--- config.mk ---
export PLATFORM = sky130hd
export DESIGN_NAME = pc_addr_unit
export DESIGN_NICKNAME = d
export VERILOG_FILES = /design/src/rtl/pc_unit_pkg.sv /design/src/rtl/pc_count_stage.sv /design/src/rtl/pc_hold_reg.sv /design/src/rtl/pc_branch_asm.sv /design/src/rtl/pc_addr_sel.sv /design/src/rtl/pc_addr_unit.sv
export SDC_FILE = /design/constraint.sdc
export NUM_CORES = 1
export LEC_CHECK = 0
export ABC_AREA = 1
export BUFFER_PORTS_ARGS = -buffer_cell sky130_fd_sc_hd__buf_4
export CAP_MARGIN = 20
export CORE_MARGIN = 2
export CORE_UTILIZATION = 59
export CTS_CLUSTER_SIZE = 8
export DETAILED_ROUTE_END_ITERATION = 6
export PLACE_DENSITY = 0.82
export SLEW_MARGIN = 20
export SYNTH_ARGS = -nofsm -noshare
export SYNTH_HDL_FRONTEND = slang
export SYNTH_SLANG_ARGS = --single-unit
export TNS_END_PERCENT = 50
--- constraint.sdc ---
create_clock -name clk -period 2.95 [get_ports clk]
set_input_delay 0.4425 -clock clk [delete_from_list [all_inputs] [get_ports clk]]
set_output_delay 0.4425 -clock clk [all_outputs]
set_load 0.05 [all_outputs]
--- src/rtl/pc_unit_pkg.sv ---
package pc_unit_pkg;
  typedef enum logic {
    SRC_PC = 1'b0,
    SRC_BR = 1'b1
  } addr_src_e;
endpackage

--- src/rtl/pc_count_stage.sv ---
module pc_count_stage #(
  parameter int AW = 8
) (
  input  logic          clk,
  input  logic          rst,
  input  logic          clr,
  input  logic          step,
  input  logic          seed,
  input  logic [AW-1:0] seed_val,
  output logic [AW-1:0] cnt,
  output logic          ovf
);
  localparam logic [AW-1:0] TOP = {AW{1'b1}};

  logic [AW:0] sum;
  assign sum = {1'b0, cnt} + {{AW{1'b0}}, 1'b1};

  always_ff @(posedge clk) begin
    if (rst) begin
      cnt <= '0;
      ovf <= 1'b0;
    end else if (clr) begin
      cnt <= '0;
      ovf <= 1'b0;
    end else if (seed) begin
      cnt <= seed_val;
      ovf <= 1'b0;
    end else if (step) begin
      cnt <= sum[AW-1:0];
      if (sum[AW]) ovf <= 1'b1;
    end
  end

  p_zero_clears_r2: assert property (@(posedge clk) disable iff (rst)
    clr |=> (cnt == '0 && !ovf));
  p_step_by_one_r3: assert property (@(posedge clk) disable iff (rst)
    (step && !clr && !seed) |=> cnt == AW'($past(cnt) + 1'b1));
  p_wrap_sets_flag_r4: assert property (@(posedge clk) disable iff (rst)
    (step && !clr && !seed && cnt == TOP) |=> (ovf && cnt == '0));
  p_flag_sticky_r5: assert property (@(posedge clk) disable iff (rst)
    (ovf && !clr && !seed) |=> ovf);
  p_seed_loads_r6: assert property (@(posedge clk) disable iff (rst)
    (seed && !clr) |=> (cnt == $past(seed_val) && !ovf));
endmodule

--- src/rtl/pc_hold_reg.sv ---
module pc_hold_reg #(
  parameter int AW = 8
) (
  input  logic          clk,
  input  logic          rst,
  input  logic          xfer_req,
  input  logic [AW-1:0] cnt,
  output logic [AW-1:0] pc_q,
  output logic          xfer_q
);
  always_ff @(posedge clk) begin
    if (rst) begin
      xfer_q <= 1'b0;
      pc_q   <= '0;
    end else begin
      xfer_q <= xfer_req;
      if (xfer_q) pc_q <= cnt;
    end
  end

  p_pc_takes_count_r3: assert property (@(posedge clk) disable iff (rst)
    xfer_q |=> pc_q == $past(cnt));
  p_pc_holds_r7: assert property (@(posedge clk) disable iff (rst)
    !xfer_q |=> $stable(pc_q));
endmodule

--- src/rtl/pc_branch_asm.sv ---
module pc_branch_asm #(
  parameter int AW = 8,
  parameter int NW = 4
) (
  input  logic          clk,
  input  logic          rst,
  input  logic          clr,
  input  logic          ld,
  input  logic          view_clr,
  input  logic [NW-1:0] bus_nib,
  output logic [AW-1:0] breg,
  output logic [AW-1:0] seed_val,
  output logic          seed,
  output logic          view
);
  localparam int NIBS = AW / NW;
  localparam int PW   = (NIBS > 1) ? $clog2(NIBS) : 1;
  localparam logic [PW-1:0] LAST = PW'(NIBS - 1);

  logic [PW-1:0] ptr;
  logic          bus_en;
  logic [NW-1:0] bus_gated;

  // bus is taken in only while loading; otherwise the input is disabled
  assign bus_en    = ld && !clr;
  assign bus_gated = bus_en ? bus_nib : '0;
  assign seed      = bus_en && (ptr == LAST);

  always_ff @(posedge clk) begin
    if (rst || clr) begin
      ptr <= '0;
    end else if (bus_en) begin
      ptr <= (ptr == LAST) ? '0 : ptr + 1'b1;
    end
  end

  for (genvar s = 0; s < NIBS; s++) begin : g_slot
    localparam int LSB = (NIBS - 1 - s) * NW;
    always_ff @(posedge clk) begin
      if (rst) begin
        breg[LSB +: NW] <= '0;
      end else if (bus_en && ptr == PW'(s)) begin
        breg[LSB +: NW] <= bus_gated;
      end
    end
    if (s == NIBS - 1) begin : g_tail
      assign seed_val[LSB +: NW] = bus_gated;
    end else begin : g_head
      assign seed_val[LSB +: NW] = breg[LSB +: NW];
    end
  end

  always_ff @(posedge clk) begin
    if (rst) begin
      view <= 1'b0;
    end else if (seed) begin
      view <= 1'b1;
    end else if (view_clr) begin
      view <= 1'b0;
    end
  end

  p_bus_ignored_r9: assert property (@(posedge clk) disable iff (rst)
    !ld |=> $stable(breg));
  p_zero_restarts_r10: assert property (@(posedge clk) disable iff (rst)
    clr |=> (ptr == '0 && $stable(breg)));
  p_view_on_seed_r6: assert property (@(posedge clk) disable iff (rst)
    seed |=> (view && breg == $past(seed_val)));
endmodule

--- src/rtl/pc_addr_sel.sv ---
module pc_addr_sel
  import pc_unit_pkg::*;
#(
  parameter int AW = 8
) (
  input  addr_src_e     src,
  input  logic [AW-1:0] pc_q,
  input  logic [AW-1:0] breg,
  output logic [AW-1:0] addr
);
  for (genvar b = 0; b < AW; b++) begin : g_bit
    assign addr[b] = (src == SRC_BR) ? breg[b] : pc_q[b];
  end
endmodule

--- src/rtl/pc_addr_unit.sv ---
module pc_addr_unit
  import pc_unit_pkg::*;
#(
  parameter int AW = 8,
  parameter int NW = 4
) (
  input  logic          clk,
  input  logic          rst,
  input  logic          zero_n,
  input  logic          inc_n,
  input  logic          nib_ld,
  input  logic          sel_br,
  input  logic [NW-1:0] bus_nib,
  output logic [AW-1:0] addr,
  output logic          ovf
);
  logic          clr, step, seed, view, xfer_q;
  logic [AW-1:0] cnt, pc_q, breg, seed_val;
  addr_src_e     src;

  assign clr  = !zero_n;
  assign step = !inc_n && zero_n;
  assign src  = (sel_br || view) ? SRC_BR : SRC_PC;

  pc_count_stage #(.AW(AW)) u_count (
    .clk(clk), .rst(rst), .clr(clr), .step(step), .seed(seed),
    .seed_val(seed_val), .cnt(cnt), .ovf(ovf)
  );

  pc_hold_reg #(.AW(AW)) u_hold (
    .clk(clk), .rst(rst), .xfer_req(clr || (step && !seed)),
    .cnt(cnt), .pc_q(pc_q), .xfer_q(xfer_q)
  );

  pc_branch_asm #(.AW(AW), .NW(NW)) u_branch (
    .clk(clk), .rst(rst), .clr(clr), .ld(nib_ld), .view_clr(xfer_q),
    .bus_nib(bus_nib), .breg(breg), .seed_val(seed_val), .seed(seed),
    .view(view)
  );

  pc_addr_sel #(.AW(AW)) u_sel (
    .src(src), .pc_q(pc_q), .breg(breg), .addr(addr)
  );

  p_reset_idle_r1: assert property (@(posedge clk)
    rst |=> (addr == '0 && !ovf));
  p_force_branch_r8: assert property (@(posedge clk) disable iff (rst)
    sel_br |-> addr == breg);
endmodule

# Word level (Yosys, flattened, before mapping)
# Cells that the tools add are included.
# classes
n_addsub,2
n_mux,15
bitwise_logic,2
n_reduce_logical,16
# op_table
operator,count
8-bit 2-to-1 mux,2
1-bit 2-to-1 mux,12
"8-bit by 1-bit adder with 9-bit output, second input constant",1
1-bit logical AND,5
4-bit 2-to-1 mux,1
2-bit nonzero test,2
1-bit logical NOT,3
1-bit logical OR,3
3-bit OR reduction,1
1-bit inverter,2
2-bit AND reduction,1
2-bit OR reduction,1
"1-bit adder, second input constant",1
# totals
register_bits,28
inputBits,10
word_cells,43

# Depth between registers and ports, before layout
# depth
depth_word,5
ltp_mapped,7

# Modules after synthesis
# A second synthesis with hierarchy kept.
# unflattened
cells_unflattened,230
area_unflattened_um2,1536.5
# by_module_without_submodules
module,instances,cells_per_inst,area_each_um2,seq_area_each_um2
pc_count_stage,1,73,535.5,180.2
pc_branch_asm,1,73,508.0,200.2
pc_hold_reg,1,54,369.1,180.2
pc_addr_sel,1,26,105.1,0.0
pc_addr_unit,1,4,18.8,0.0

# Least setup slack after synthesis
# No wires, ideal clock.
# synth_timing
path_kind,input -> output
from,input port sel_br
to,output port addr[0]
t_arrival_ns,1.187
required_time_ns,2.508
setup_slack_ns,1.321
stages,2
cell_sequence,nor2_2 mux2_2
# synth_between
elab_chain_cells,3
# synth_rtl
item,line,rtl
start: declaration,pc_addr_unit.sv:12,"input logic sel_br,"
1-bit logical OR,pc_addr_unit.sv:23,assign src = (sel_br || view) ? SRC_BR : SRC_PC;
1-bit 2-to-1 mux,pc_addr_unit.sv:23,
1-bit 2-to-1 mux,pc_addr_sel.sv:12,assign addr[b] = (src == SRC_BR) ? breg[b] : pc_q[b];
end: declaration,pc_addr_unit.sv:14,"output logic [AW-1:0] addr,"
# Every way passes these cells.

# Worst setup path in the final report
# layout_timing
from,register u_branch.view
to,output port addr[3]
# layout_between
elab_chain_cells,3
# layout_rtl
item,line,rtl
start: declaration,pc_branch_asm.sv:14,output logic view
start signal: assignment,pc_branch_asm.sv:55,view <= 1'b0;
start signal: assignment,pc_branch_asm.sv:57,view <= 1'b1;
start signal: assignment,pc_branch_asm.sv:59,view <= 1'b0;
1-bit logical OR,pc_addr_unit.sv:23,
1-bit 2-to-1 mux,pc_addr_unit.sv:23,
1-bit 2-to-1 mux,pc_addr_sel.sv:12,
# Every way passes these cells.

==> run metrics <==
Remaining DRCs 0; min Tclk post-route 2.04 ns; Root Driver clkbuf_4; Crit Path Class register to output port; Post-CTS Hold Buffers 0; share of the synthesized area in the top cell type 43.5%; synthesis-to-finish area growth 14.3%; # clock sinks 28; Setup TNS 0 ns; Final Hold Fails 0; number of synthesized register bits 28; GRT Max-Usage Layer met2; Worst Hold Class primary input to register; DRT iter0 DRCs 28; H-Tree Depth 1; RSZ-0062 raised after global routing no; max-slew violation count 0; R2R cell count 7; Critical Path Sink Type output port; Num CTS Buffers 3; area of the core 0.00200 mm^2; vias in the first global route 1043; CTS tree done; met3 usage 3.87%; Die H 50.7 um; clock latency on the worst-skew pair 0.32 ns; Routed WL per cell 12.3 um; via count 1156; status finished clean; antenna violations before repair 0; CP Data Arrival Time 1.60 ns; Worst Setup EP addr[3]; drt pass-1 iters 5; IO Count 19; CP max stage delay 0.39 ns; Crit path required time 2.51 ns; crit start category register; RR Startpoint u_count.cnt[1]; largest net degree at the start of global routing 20; global-route wire length before repair 4.51 mm; syn nets 183; critical path's slowest cell mux2_2; clock skew 0.00715 ns; Crit. Startpoint u_branch.view; pwr/cell area 459 mW/mm^2; die area 0.00257 mm^2; cells along the critical path nor2_2 -> mux2_2 -> buf_4; non-filler cells, final 217; Rows 16; FF-to-FF End u_count.cnt[6]; VDD IR-drop max 0.315 mV; yosys warns 0; Design Power 0.676 mW; # port buffers 18; M1 GR Usage 31.1%; Worst-Margin Slew 0.544 ns; PostCTS Resize Cnt 0; Slew HR 63.7%; fin util 73.5%; mapped cell area 0.00129 mm^2; largest cells by area after synthesis dfxtp_1 44%, nand2_1 9.9%, mux2_2 7.0%; unique cell type count in the Yosys netlist 24; Clock Path Buffers 2; gpl congestion 0.836; worst reg2reg setup slack 1.65 ns; maxcap violations 0; Final Net Count 202; Post-Syn Instances 172; final antenna diode count 0; die width 50.7 um; post-detailed-routing wire length 2.68 mm; share of layout cells above drive strength 1 20.0%; ANT nets after route 0; Setup Fix Bufs, Post-CTS 0; DP HPWL 2.06 mm; Clock transition at path regs 0.15 ns; Remaining Overflow, GRT 0; Starting Density 64.3%; Yosys top cell by area dfxtp_1; register area share after synthesis 43.5%; final setup vio count 0; Total GRT Usage 22.6%; Syn Area/Cell 7.49 um^2; met2 Use GR 38.8%; leakage power 0.599 nW; placed cells 213; fmax 489 MHz; post-DR vias/cell 5.33; crit share post-route 69.3%; worst hold slack 0.353 ns; crit path max fanout 8
## synth_stat cells
cell and number:
ha_1 1, mux2_2 8, nor3_1 4, a21oi_1 16, clkinv_2 1, o21ai_0 9, nand2_1 34, nand3_1 8
buf_4 1, buf_2 2, inv_2 1, nand4_1 1, dfxtp_1 28, clkinv_1 1, nor2_1 23, nor2_2 1
nand3_4 1, inv_1 18, a211oi_1 6, buf_1 1, a31oi_1 1, o21ai_2 1, nand2_2 3, o21bai_1 2
## worst min-delay path by stage
stage                           to      startpoint  cells after the start  slack, ns
finish               u_hold.xfer_q          zero_n                      2       0.35
global route         u_hold.xfer_q          zero_n                      2       0.36
CTS                  u_hold.xfer_q          zero_n                      2       0.36
detailed placement     u_count.ovf     u_count.ovf                      2       0.45
global placement       u_count.ovf     u_count.ovf                      2       0.44
floorplan           u_hold.pc_q[1]  u_hold.pc_q[1]                      2       0.44
## cell usage in the layout (no fill, tap or decap)
cell / Yosys / final
o21bai_1: 2 / 2
nor2_2: 1 / 1
a211oi_1: 6 / 6
nor3_1: 4 / 4
dfxtp_1: 28 / 28
buf_4: 1 / 18
clkbuf_4: 0 / 3
o21ai_0: 9 / 9
nand4_1: 1 / 1
nand2_1: 34 / 34
nand3_4: 1 / 1
inv_1: 18 / 18
ha_1: 1 / 1
mux2_2: 8 / 8
clkinv_1: 1 / 1
nand2_2: 3 / 3
nand3_1: 8 / 8
inv_2: 1 / 1
a31oi_1: 1 / 1
clkinv_2: 1 / 1
nor2_1: 23 / 23
o21ai_2: 1 / 1
clkbuf_8: 0 / 1
a21oi_1: 16 / 16
## metal layers
layer	routed length [um]	up-vias	share of wire, %
li1	-	604	-
met1	1310	532	49
met2	1290	20	48
met3	78	0	2.9
met4	0	0	0
met5	0	-	0
## metrics by stage
step / worst slack [ns] / cell area (um^2)
floorplan: 1.32 / 1290
detailed placement: 1.05 / 1440
global route: 0.836 / 1470
finish: 0.906 / 1470
CTS: 0.900 / 1470
global placement: 1.06 / 1440
## area by class of cell
class                      instances  area (um^2)
sequential                        28          561
clock buffer                       4         36.3
tap                               27         33.8
multi-input combinational        119          626
timing repair buffer              18          135
inverter                          21         80.1
fill                             180          531
## where the power goes
part | internal [mW] | leakage, nW | switching [mW]
sequential | 0.391 | 0.228 | 0.0122
clock | 0.0754 | 0.0210 | 0.109
combinational | 0.0333 | 0.350 | 0.0553
total | 0.500 | 0.599 | 0.176
## flip-flops by register name (all words and copies together) (netlist names)
name           flops
u_count.ovf        1
u_branch.view      1
u_hold.pc_q        8
u_branch.breg      8
u_hold.xfer_q      1
u_branch.ptr       1
u_count.cnt        8
## worst max-delay path: cells and delay by family (launching register included)
family | cells | cell delay [ns]
flops | 1 | 0.35
mux | 1 | 0.39
buf+inv | 1 | 0.19
simple gates | 1 | 0.36
## kinds of logic (layout without fill, tap and decap cells)
group / after synthesis / after routing / synth area share (%)
simple gates: 75 / 75 / 25.1
compound gates: 35 / 35 / 15.5
flops: 28 / 28 / 43.5
buf+inv: 25 / 43 / 7.87
mux: 8 / 8 / 7.00
fa+ha+maj: 1 / 1 / 0.972
No activity file was read; power rests on OpenSTA's default activity.
